==> config.mk <==
export PLATFORM = sky130hd
export DESIGN_NAME = mux_host_port
export DESIGN_NICKNAME = d
export VERILOG_FILES = /design/src/rtl/hbp_pkg.sv /design/src/rtl/hbp_strobe_decode.sv /design/src/rtl/hbp_addr_latch.sv /design/src/rtl/hbp_alarm_irq.sv /design/src/rtl/hbp_ack_fsm.sv /design/src/rtl/mux_host_port.sv
export SDC_FILE = /design/constraint.sdc
export NUM_CORES = 1
export LEC_CHECK = 0
export BUFFER_PORTS_ARGS = -buffer_cell sky130_fd_sc_hd__buf_2
export CAP_MARGIN = 20
export CELL_PAD_IN_SITES_DETAIL_PLACEMENT = 1
export CELL_PAD_IN_SITES_GLOBAL_PLACEMENT = 2
export CORE_UTILIZATION = 39
export CTS_CLUSTER_SIZE = 16
export DETAILED_ROUTE_END_ITERATION = 12
export PLACE_DENSITY = 0.88
export SETUP_SLACK_MARGIN = 0.15
export SYNTH_ARGS = -nofsm -noshare
export SYNTH_HDL_FRONTEND = slang
export SYNTH_HIERARCHICAL = 1
export SYNTH_SLANG_ARGS = --single-unit
==> constraint.sdc <==
create_clock -name clk -period 4.1 [get_ports clk]
set_input_delay 0.82 -clock clk [delete_from_list [all_inputs] [get_ports clk]]
set_output_delay 0.82 -clock clk [all_outputs]
set_load 0.01 [all_outputs]
==> src/rtl/hbp_pkg.sv <==
package hbp_pkg;
  typedef enum logic [2:0] {
    ST_IDLE,
    ST_REQ,
    ST_WAIT_TICK,
    ST_ACK,
    ST_RELEASE
  } ack_state_e;
endpackage

==> src/rtl/hbp_strobe_decode.sv <==
module hbp_strobe_decode (
  input  logic mode_moto,
  input  logic cs_n,
  input  logic ds_rd,
  input  logic rw_wr,
  output logic act,
  output logic act_read
);
  logic rd_lvl, wr_lvl;

  always_comb begin
    if (mode_moto) begin
      rd_lvl = !cs_n && ds_rd && rw_wr;
      wr_lvl = !cs_n && ds_rd && !rw_wr;
    end else begin
      rd_lvl = !cs_n && !ds_rd;
      wr_lvl = !cs_n && !rw_wr && ds_rd;
    end
    act      = rd_lvl || wr_lvl;
    act_read = rd_lvl;
  end
endmodule

==> src/rtl/hbp_addr_latch.sv <==
module hbp_addr_latch #(
  parameter int DW = 8
) (
  input  logic          clk,
  input  logic          rst_n,
  input  logic          ale,
  input  logic [DW-1:0] ad_in,
  output logic [DW-1:0] addr_q
);
  logic ale_q;

  always_ff @(posedge clk or negedge rst_n) begin
    if (!rst_n) begin
      ale_q  <= 1'b0;
      addr_q <= '0;
    end else begin
      ale_q <= ale;
      if (ale_q && !ale) addr_q <= ad_in;
    end
  end
endmodule

==> src/rtl/hbp_alarm_irq.sv <==
module hbp_alarm_irq #(
  parameter int AW = 8
) (
  input  logic          clk,
  input  logic          rst_n,
  input  logic [AW-1:0] alarm_in,
  input  logic          status_rd,
  input  logic          mask_wr,
  input  logic [AW-1:0] mask_wdata,
  output logic [AW-1:0] status,
  output logic [AW-1:0] mask,
  output logic          armed,
  output logic          irq
);
  always_ff @(posedge clk or negedge rst_n) begin
    if (!rst_n) begin
      status <= '0;
      mask   <= '0;
      armed  <= 1'b1;
    end else begin
      status <= status_rd ? alarm_in : (status | alarm_in);
      if (mask_wr) mask <= mask_wdata;
      if (mask_wr)        armed <= 1'b1;
      else if (status_rd) armed <= 1'b0;
    end
  end

  assign irq = armed && ((status & mask) != '0);
endmodule

==> src/rtl/hbp_ack_fsm.sv <==
module hbp_ack_fsm
  import hbp_pkg::*;
(
  input  logic       clk,
  input  logic       rst_n,
  input  logic       start,
  input  logic       is_mem,
  input  logic       act,
  input  logic       mem_ready,
  input  logic       port_tick,
  output ack_state_e state,
  output logic       mem_valid,
  output logic       dta_n,
  output logic       dta_oe
);
  ack_state_e nxt;

  always_comb begin
    nxt = state;
    unique case (state)
      ST_IDLE:      if (start) nxt = is_mem ? ST_REQ : ST_ACK;
      ST_REQ:       if (mem_ready) nxt = ST_WAIT_TICK;
      ST_WAIT_TICK: if (port_tick) nxt = ST_ACK;
      ST_ACK:       if (!act) nxt = ST_RELEASE;
      ST_RELEASE:   nxt = ST_IDLE;
      default:      nxt = ST_IDLE;
    endcase
  end

  always_ff @(posedge clk or negedge rst_n) begin
    if (!rst_n) state <= ST_IDLE;
    else        state <= nxt;
  end

  assign mem_valid = (state == ST_REQ);
  assign dta_oe    = (state == ST_ACK) || (state == ST_RELEASE);
  assign dta_n     = (state != ST_ACK);
endmodule

==> src/rtl/mux_host_port.sv <==
module mux_host_port
  import hbp_pkg::*;
#(
  parameter int DW = 8
) (
  input  logic          clk,
  input  logic          rst_n,
  input  logic          mode_moto,
  input  logic          cs_n,
  input  logic          ale,
  input  logic          ds_rd,
  input  logic          rw_wr,
  input  logic [DW-1:0] ad_in,
  output logic [DW-1:0] ad_out,
  output logic          ad_oe,
  output logic          dta_n,
  output logic          dta_oe,
  output logic          irq,
  input  logic [DW-1:0] alarm_in,
  input  logic          port_tick,
  output logic          mem_req_valid,
  input  logic          mem_req_ready,
  output logic          mem_req_we,
  output logic [DW-2:0] mem_req_addr,
  output logic [DW-1:0] mem_req_wdata,
  input  logic [DW-1:0] mem_rdata
);
  localparam int MAW = DW - 1;
  localparam logic [MAW-1:0] REG_STATUS = MAW'(0);
  localparam logic [MAW-1:0] REG_MASK   = MAW'(1);

  logic          act, act_read, act_q, start, is_mem, grant;
  logic [DW-1:0] addr_q, status, mask, rd_data;
  logic          armed;
  ack_state_e    state;

  hbp_strobe_decode u_dec (
    .mode_moto (mode_moto),
    .cs_n      (cs_n),
    .ds_rd     (ds_rd),
    .rw_wr     (rw_wr),
    .act       (act),
    .act_read  (act_read)
  );

  hbp_addr_latch #(.DW(DW)) u_alat (
    .clk    (clk),
    .rst_n  (rst_n),
    .ale    (ale),
    .ad_in  (ad_in),
    .addr_q (addr_q)
  );

  assign is_mem = addr_q[DW-1];

  always_ff @(posedge clk or negedge rst_n) begin
    if (!rst_n) act_q <= 1'b0;
    else        act_q <= act;
  end

  assign start = act && !act_q && (state == ST_IDLE);

  logic status_rd, mask_wr;
  assign status_rd = start && !is_mem && act_read  && (addr_q[MAW-1:0] == REG_STATUS);
  assign mask_wr   = start && !is_mem && !act_read && (addr_q[MAW-1:0] == REG_MASK);

  hbp_alarm_irq #(.AW(DW)) u_irq (
    .clk        (clk),
    .rst_n      (rst_n),
    .alarm_in   (alarm_in),
    .status_rd  (status_rd),
    .mask_wr    (mask_wr),
    .mask_wdata (ad_in),
    .status     (status),
    .mask       (mask),
    .armed      (armed),
    .irq        (irq)
  );

  hbp_ack_fsm u_fsm (
    .clk       (clk),
    .rst_n     (rst_n),
    .start     (start),
    .is_mem    (is_mem),
    .act       (act),
    .mem_ready (mem_req_ready),
    .port_tick (port_tick),
    .state     (state),
    .mem_valid (mem_req_valid),
    .dta_n     (dta_n),
    .dta_oe    (dta_oe)
  );

  assign grant = mem_req_valid && mem_req_ready;

  always_ff @(posedge clk or negedge rst_n) begin
    if (!rst_n) begin
      mem_req_we    <= 1'b0;
      mem_req_addr  <= '0;
      mem_req_wdata <= '0;
      rd_data       <= '0;
    end else begin
      if (start && is_mem) begin
        mem_req_we    <= !act_read;
        mem_req_addr  <= addr_q[MAW-1:0];
        mem_req_wdata <= ad_in;
      end
      if (start && !is_mem && act_read) begin
        if (addr_q[MAW-1:0] == REG_STATUS)    rd_data <= status;
        else if (addr_q[MAW-1:0] == REG_MASK) rd_data <= mask;
        else                                  rd_data <= '0;
      end else if (grant && !mem_req_we) begin
        rd_data <= mem_rdata;
      end
    end
  end

  assign ad_oe  = act_read;
  assign ad_out = rd_data;
endmodule

==> results of run 1 <==
==> power breakdown <==
group | internal, uW | switching [uW] | total, uW
registers | 658 | 107 | 765
logic | 265 | 210 | 475
clock network | 182 | 169 | 351
==> sequential cells by signal, summed over array words and instances, names as in the netlist <==
register and flops:
ad_out 8, u_irq/armed 1, u_alat/addr_q 8, mem_req_addr 7, u_alat/ale_q 1, act_q 1
mem_req_we 1, u_fsm/state 3, u_irq/mask 8, mem_req_wdata 8, u_irq/status 8
==> layout make-up <==
cell class                      instances  area [um2]  area share [%]
Clock inverter                          2        37.5            1.24
Clock buffer                            6        72.6            2.40
Multi-Input combinational cell        112        1130            37.5
Inverter                                4        15.0           0.496
Tap cell                               77        96.3            3.18
Sequential cell                        54        1350            44.7
Timing Repair Buffer                   63         320            10.6
==> critical path, delay by kind of cell <==
family	cells	cell delay, ps
multiplexers	1	320
AND/OR/NAND/NOR	4	1150
buffers and inverters	2	380
==> logic make-up (layout without fill, tap and decap cells) <==
kind of cell / count (synthesis) / count (layout) / synth area share (%)
compound gates: 19 / 19 / 5.90
buf+inv: 11 / 75 / 3.27
flops: 54 / 54 / 52.7
mux: 57 / 57 / 27.8
simple gates: 36 / 36 / 10.3
==> cells in the final DEF, fill, tap and decap left out, drive strengths merged <==
cell type / count
a21oi: 2
nor4bb: 1
nand4b: 1
inv: 3
clkbuf: 6
a21o: 9
mux2i: 18
nor2b: 2
nor3: 2
nand2b: 3
a22oi: 4
and2: 1
dfstp: 1
bufinv: 1
a41oi: 1
dfrtp: 53
clkinvlp: 1
clkinv: 1
or2: 1
mux2: 39
nor4: 3
nor2: 4
nand3b: 3
and3b: 1
nor3b: 1
and2b: 1
buf: 63
a211oi: 2
nand3: 9
nand2: 3
a221oi: 1
==> final timing paths <==
kind                                                 to  slack (ps)  depth (start not counted)
setup / recovery              u_irq/mask[2]$_DFFE_PN0P_        1600                          7
hold / removal             mem_req_wdata[0]$_DFFE_PN0P_         510                          1
setup reg to reg              u_irq/mask[2]$_DFFE_PN0P_        1900                          5
hold reg to reg            mem_req_wdata[0]$_DFFE_PN0P_         510                          1
max in group asynchronous  u_alat/addr_q[5]$_DFFE_PN0P_        2740                          2
min in group asynchronous   mem_req_addr[1]$_DFFE_PN0P_         630                          1
==> per-stage QoR <==
step                setup WS, ps  util [%]
floorplan                   1670         -
CTS                         1600      47.7
detailed placement          1280      46.0
global placement            1430      46.0
global route                1500      47.7
finish                      1600      47.7
==> metal layers <==
layer	vias to the layer above	track usage, %	wire length, um
met5	-	0	0
met4	0	5.64	72
met3	6	4.08	277
met2	48	28.0	2650
met1	799	21.3	2380
li1	769	-	-
==> run_results.csv, run 1 <==
group,metric,value,unit
synth,synth_edf_count,0,
synth,synth_area_leader_cell,"dfrtp_1",
setup_path,path_cells,"buf_2 > and3b_1 > nor3_2 > nand3b_1 > nor4_2 > buf_4 > mux2_4",
placed_design,gp_congestion,0.772,
synth,synth_area,0.00256,mm2
placed_design,place_area,0.00292,mm2
synth,ys.warnings.count,6,
timing,fin_crit_sh,61.0,%
cts,postCtsSetupBuffers,0,
power,peakVddDrop,0.000274,V
synth,synth.most_common_cell,"dfrtp_1",
cts,cts_tree,"yes",
setup_path,rr_startpoint,"u_alat/addr_q[5]$_DFFE_PN0P_",
status,status,"complete, no violations",
setup_path,crit_path_end_kind,"flip-flop",
floorplan,fp-row-count,29,
timing,relSlewSlack,41.3,%
power,power.density,525,mW/mm2
synth,async_flop_share,100,%
cts,cts_made_buffers,5,
power,p_leak,0.00148,uW
timing,fin_hold_ws,513,ps
timing,worst_pin_slew,880,ps
synth,synth_common_cells,"dfrtp_1 (53), mux2_4 (25), mux2i_1 (18), mux2_2 (14), nand3_1 (9)",
global_route,grt_pass1_vias,1741,
global_route,grt_remaining_overflow,0,
routing,drtIter0Drc,37,
cts,cts_num_sinks,54,
setup_path,worstPathArrival,2690,ps
hold_path,min_from,"mem_req_wdata[0]$_DFFE_PN0P_",
floorplan,die_h,83.1,um
routing,wl,5.38,mm
synth,synth_fp_nets,210,
global_route,antenna_found_initial,0,
timing,grt_setup_unrepaired,"no",
final_layout,finalNetCount,273,
setup_path,required,4290,ps
routing,via_count,1622,
cts,cts.repair.resized,0,
synth,synth-seq-cells,54,
power,power,1590,uW
cts,insertion_delay,300,ps
placed_design,dp_hpwl,4.06,mm
synth,synth_cell_types,36,
cts,h-tree-depth,2,
synth,ys_seq_area_share,52.7,%
timing,fmax,400,MHz
timing,setup_viol,0,
timing,hold_violations,0,
cts,cts_root_buf,"clkbuf_8",
routing,drt_pass1_iterations,4,
final_layout,final_area,0.00303,mm2
timing,slew_violations,0,
setup_path,cp-startpoint,"ds_rd",
timing,setup_tns,0,ps
floorplan,start_util,40.4,%
setup_path,crit_type,"input port to flip-flop",
run,max_cap_violations,0,
routing,ant_nets,0,
setup_path,cp_max_fo,9,
global_route,track_usage,16.7,%
routing,vias_per_cell,5.10,
global_route,grt_pass1_wl,9.01,mm
floorplan,ios,62,
hold_path,hold_path.class,"flip-flop to flip-flop",
cts,cts_max_path_buffers,2,
floorplan,coreArea,0.00635,mm2
final_layout,syn2layout_area_growth,18.1,%
floorplan,die-width,83.1,um
timing,layout_min_cycle_time,2500,ps
synth,synth_ff_type,"dfrtp_1",
setup_path,crit_slowest_cell,"nor3_2",
final_layout,layout-drive-gt1-share,51.0,%
setup_path,cpPeakStageDelay,450,ps
routing,drc_errors,0,
cts,holdBufCountCts,0,
synth,yosys-top-cells-area,"dfrtp_1 (52%), mux2_4 (15%), mux2i_1 (7.0%)",
floorplan,die-area,0.00690,mm2
cts,clk_pin_slew,90,ps
routing,detail_route.wl_per_cell,16.9,um
synth,syn_area_per_cell,14.5,um2
setup_path,start_kind,"input port",
synth,synthCells,177,
placed_design,dp_cells,310,
placed_design,portBuffers,61,
final_layout,n_antenna_cell,0,
timing,fin_skew,5.30,ps
final_layout,fillers,668,
synth,synth_top_area_share,51.7,%
global_route,grt_start_max_net_pins,41,
final_layout,final_cells,318,
Power figures use the tool's default switching activity.
==> inputs of run 2 (changes only) <==
--- a/config.mk
+++ b/config.mk
@@ -5,14 +5,15 @@
 export SDC_FILE = /design/constraint.sdc
 export NUM_CORES = 1
 export LEC_CHECK = 0
+export ABC_AREA = 1
 export BUFFER_PORTS_ARGS = -buffer_cell sky130_fd_sc_hd__buf_2
 export CAP_MARGIN = 20
 export CELL_PAD_IN_SITES_DETAIL_PLACEMENT = 1
 export CELL_PAD_IN_SITES_GLOBAL_PLACEMENT = 2
-export CORE_UTILIZATION = 39
+export CORE_UTILIZATION = 31
 export CTS_CLUSTER_SIZE = 16
 export DETAILED_ROUTE_END_ITERATION = 12
-export PLACE_DENSITY = 0.88
+export PLACE_DENSITY = 0.83
 export SETUP_SLACK_MARGIN = 0.15
 export SYNTH_ARGS = -nofsm -noshare
 export SYNTH_HDL_FRONTEND = slang
==> constraint.sdc (replaced) <==
create_clock -name clk -period 2.4 [get_ports clk]
set_input_delay 0.48 -clock clk [delete_from_list [all_inputs] [get_ports clk]]
set_output_delay 0.48 -clock clk [all_outputs]
set_load 0.01 [all_outputs]
==> run_results.csv, run 2 <==
group,metric,value,unit
status,status,"complete, no violations",
final_layout,layout-drive-gt1-share,25.4,%
timing,grt_setup_unrepaired,"no",
global_route,busiest_layer,"met2",
cts,clk_pin_slew,110,ps
routing,detail_route.wl_per_cell,13.5,um
final_layout,syn2layout_area_growth,18.7,%
cts,insertion_delay,320,ps
timing,worst_pin_slew,565,ps
final_layout,final_area,0.00315,mm2
routing,drt_pass1_iterations,4,
power,p_leak,0.00178,uW
placed_design,place_area,0.00306,mm2
floorplan,die_h,94.6,um
placed_design,dp_hpwl,5.01,mm
routing,ant_nets,0,
routing,wl,6.66,mm
final_layout,mostFrequentLayoutCells,"nand2_1 (119), buf_2 (61), dfrtp_1 (53), nand3_1 (48), inv_1 (38)",
cts,postCtsSetupBuffers,0,
placed_design,gp_congestion,0.724,
power,p_sw,1050,uW
floorplan,coreArea,0.00826,mm2
synth,synth_fp_nets,359,
timing,hold_violations,0,
synth,synth_area_leader_cell,"dfrtp_1",
cts,cts_tree,"yes",
cts,holdBufCountCts,0,
final_layout,finalNetCount,422,
power,p_comb_share,33.6,%
floorplan,die-width,94.6,um
timing,layout_min_cycle_time,1760,ps
setup_path,crit_type,"flip-flop to flip-flop",
setup_path,cp_max_fo,14,
final_layout,layout_commonest_cell,"nand2_1",
final_layout,n_antenna_cell,0,
synth,synth_edf_count,0,
synth,synth.most_common_cell,"nand2_1",
power,peakVddDrop,0.000356,V
global_route,antenna_found_initial,0,
power,power.density,888,mW/mm2
routing,via_count,2318,
routing,vias_per_cell,4.68,
setup_path,crit_path_end_kind,"flip-flop",
floorplan,start_util,32.2,%
cts,h-tree-depth,2,
timing,fmax,567,MHz
setup_path,required,2600,ps
floorplan,fp-row-count,33,
timing,setup_tns,0,ps
global_route,grt_start_max_net_pins,55,
power,intPower,1750,uW
global_route,grt_use_met3,2.90,%
power,switching_share,37.4,%
synth,synth_top_area_share,49.9,%
global_route,grt_pass1_wl,11.4,mm
placed_design,portBuffers,61,
routing,drc_errors,0,
synth,async_flop_share,100,%
global_route,grt_use_met2,27.1,%
synth,synth-seq-cells,54,
global_route,use_met1,21.8,%
synth,ys_seq_area_share,50.9,%
synth,ys.warnings.count,6,
setup_path,start_kind,"flip-flop",
floorplan,ios,62,
hold_path,hold_path.class,"input port to async pin",
cts,cts_root_buf,"clkbuf_8",
global_route,grt_remaining_overflow,0,
synth,synth_cell_types,30,
power,p_clk_share,19.8,%
synth,synthCells,326,
cts,cts_max_path_buffers,2,
power,p_seq_share,46.6,%
synth,synth_common_cells,"nand2_1 (119), dfrtp_1 (53), nand3_1 (48), inv_1 (38), nor2_1 (9)",
synth,synth_ff_type,"dfrtp_1",
setup_path,worstPathArrival,1960,ps
run,max_cap_violations,0,
cts,cts_num_sinks,54,
synth,syn_area_per_cell,8.15,um2
floorplan,die-area,0.00894,mm2
timing,fin_skew,15.1,ps
global_route,track_usage,16.3,%
routing,drtIter0Drc,76,
timing,fin_crit_sh,73.5,%
timing,setup_viol,0,
timing,slew_violations,0,
power,power,2800,uW
synth,synth_area,0.00266,mm2
synth,yosys-top-cells-area,"dfrtp_1 (50%), nand2_1 (17%), nand3_1 (9.0%)",
timing,relSlewSlack,62.2,%
global_route,grt_pass1_vias,2364,
cts,cts_made_buffers,5,
cts,cts.repair.resized,0,
run 2: cell count changes after synthesis, moves of 7 or more:
| cell | before | now |
|---|---|---|
| mux2i_1 | 18 | 0 |
| mux2_4 | 25 | 0 |
| o21bai_1 | 0 | 8 |
| o21ai_2 | 0 | 7 |
| nand2_1 | 3 | 119 |
| mux2_2 | 14 | 0 |
| a21o_1 | 8 | 0 |
| inv_1 | 3 | 38 |
| nand3_1 | 9 | 48 |
| o21ai_0 | 0 | 7 |
run 2: area by class of cell:
type	count	area [um2]
clock inverters	2	16.3
clock buffers	6	82.6
well taps	105	131
inverters	42	160
flip-flops and latches	54	1350
fillers	1055	5100
multi-input cells	221	1060
repair buffers	65	348
run 2: worst paths after layout:
check	cells past startpoint	endpoint	slack, ps	startpoint
min in group clk	1	u_alat/ale_q$_DFF_PN0_	290	ale
worst min register to register	2	mem_req_wdata[0]$_DFFE_PN0P_	480	mem_req_wdata[0]$_DFFE_PN0P_
worst min-delay path	2	ad_out[4]$_DFFE_PN0P_	150	rst_n
max in group asynchronous	2	u_irq/armed$_DFFE_PN1P_	1960	rst_n
worst max-delay path	7	u_irq/mask[4]$_DFFE_PN0P_	640	u_alat/addr_q[7]$_DFFE_PN0P_
worst max register to register	7	u_irq/mask[4]$_DFFE_PN0P_	640	u_alat/addr_q[7]$_DFFE_PN0P_
run 2: power groups by stage:
stage	sequential, uW	clock, uW	combinational [uW]
3_3_place_gp	1320	0	927
5_1_grt	1340	609	1080
6_report	1300	554	941
3_5_place_dp	1320	0	961
2_1_floorplan	1370	0	529
4_1_cts	1310	574	965
run 2: metrics by stage:
step	cells	utilization (%)	hold WS (ps)	worst slack [ps]
5_1_grt	495	38.2	171	385
3_5_place_dp	487	37.0	460	318
6_report	495	38.2	147	637
3_3_place_gp	487	37.0	453	392
2_1_floorplan	326	-	184	675
4_1_cts	495	38.2	154	623
run 2: worst max-delay path, cell delays in order, from the launching register on:
cell,delay [ps]
dfrtp_1,610
inv_1,180
nand4_1,190
nor4_1,250
buf_4,230
inv_4,70
nand2_1,70
nand2_1,60
run 2: routing by layer:
| metal | wire length [um] | share of wire, % |
|---|---|---|
| met5 | 0 | 0 |
| met4 | 73 | 1.1 |
| met3 | 259 | 3.9 |
| met2 | 3100 | 47 |
| met1 | 3220 | 48 |
run 2: kinds of logic after synthesis:
group	after synthesis	share of synthesized area, %
buffers and inverters	51	9.04
AOI/OAI and AO/OA	27	7.02
and+or+nand+nor	194	33.0
DFF	54	50.9
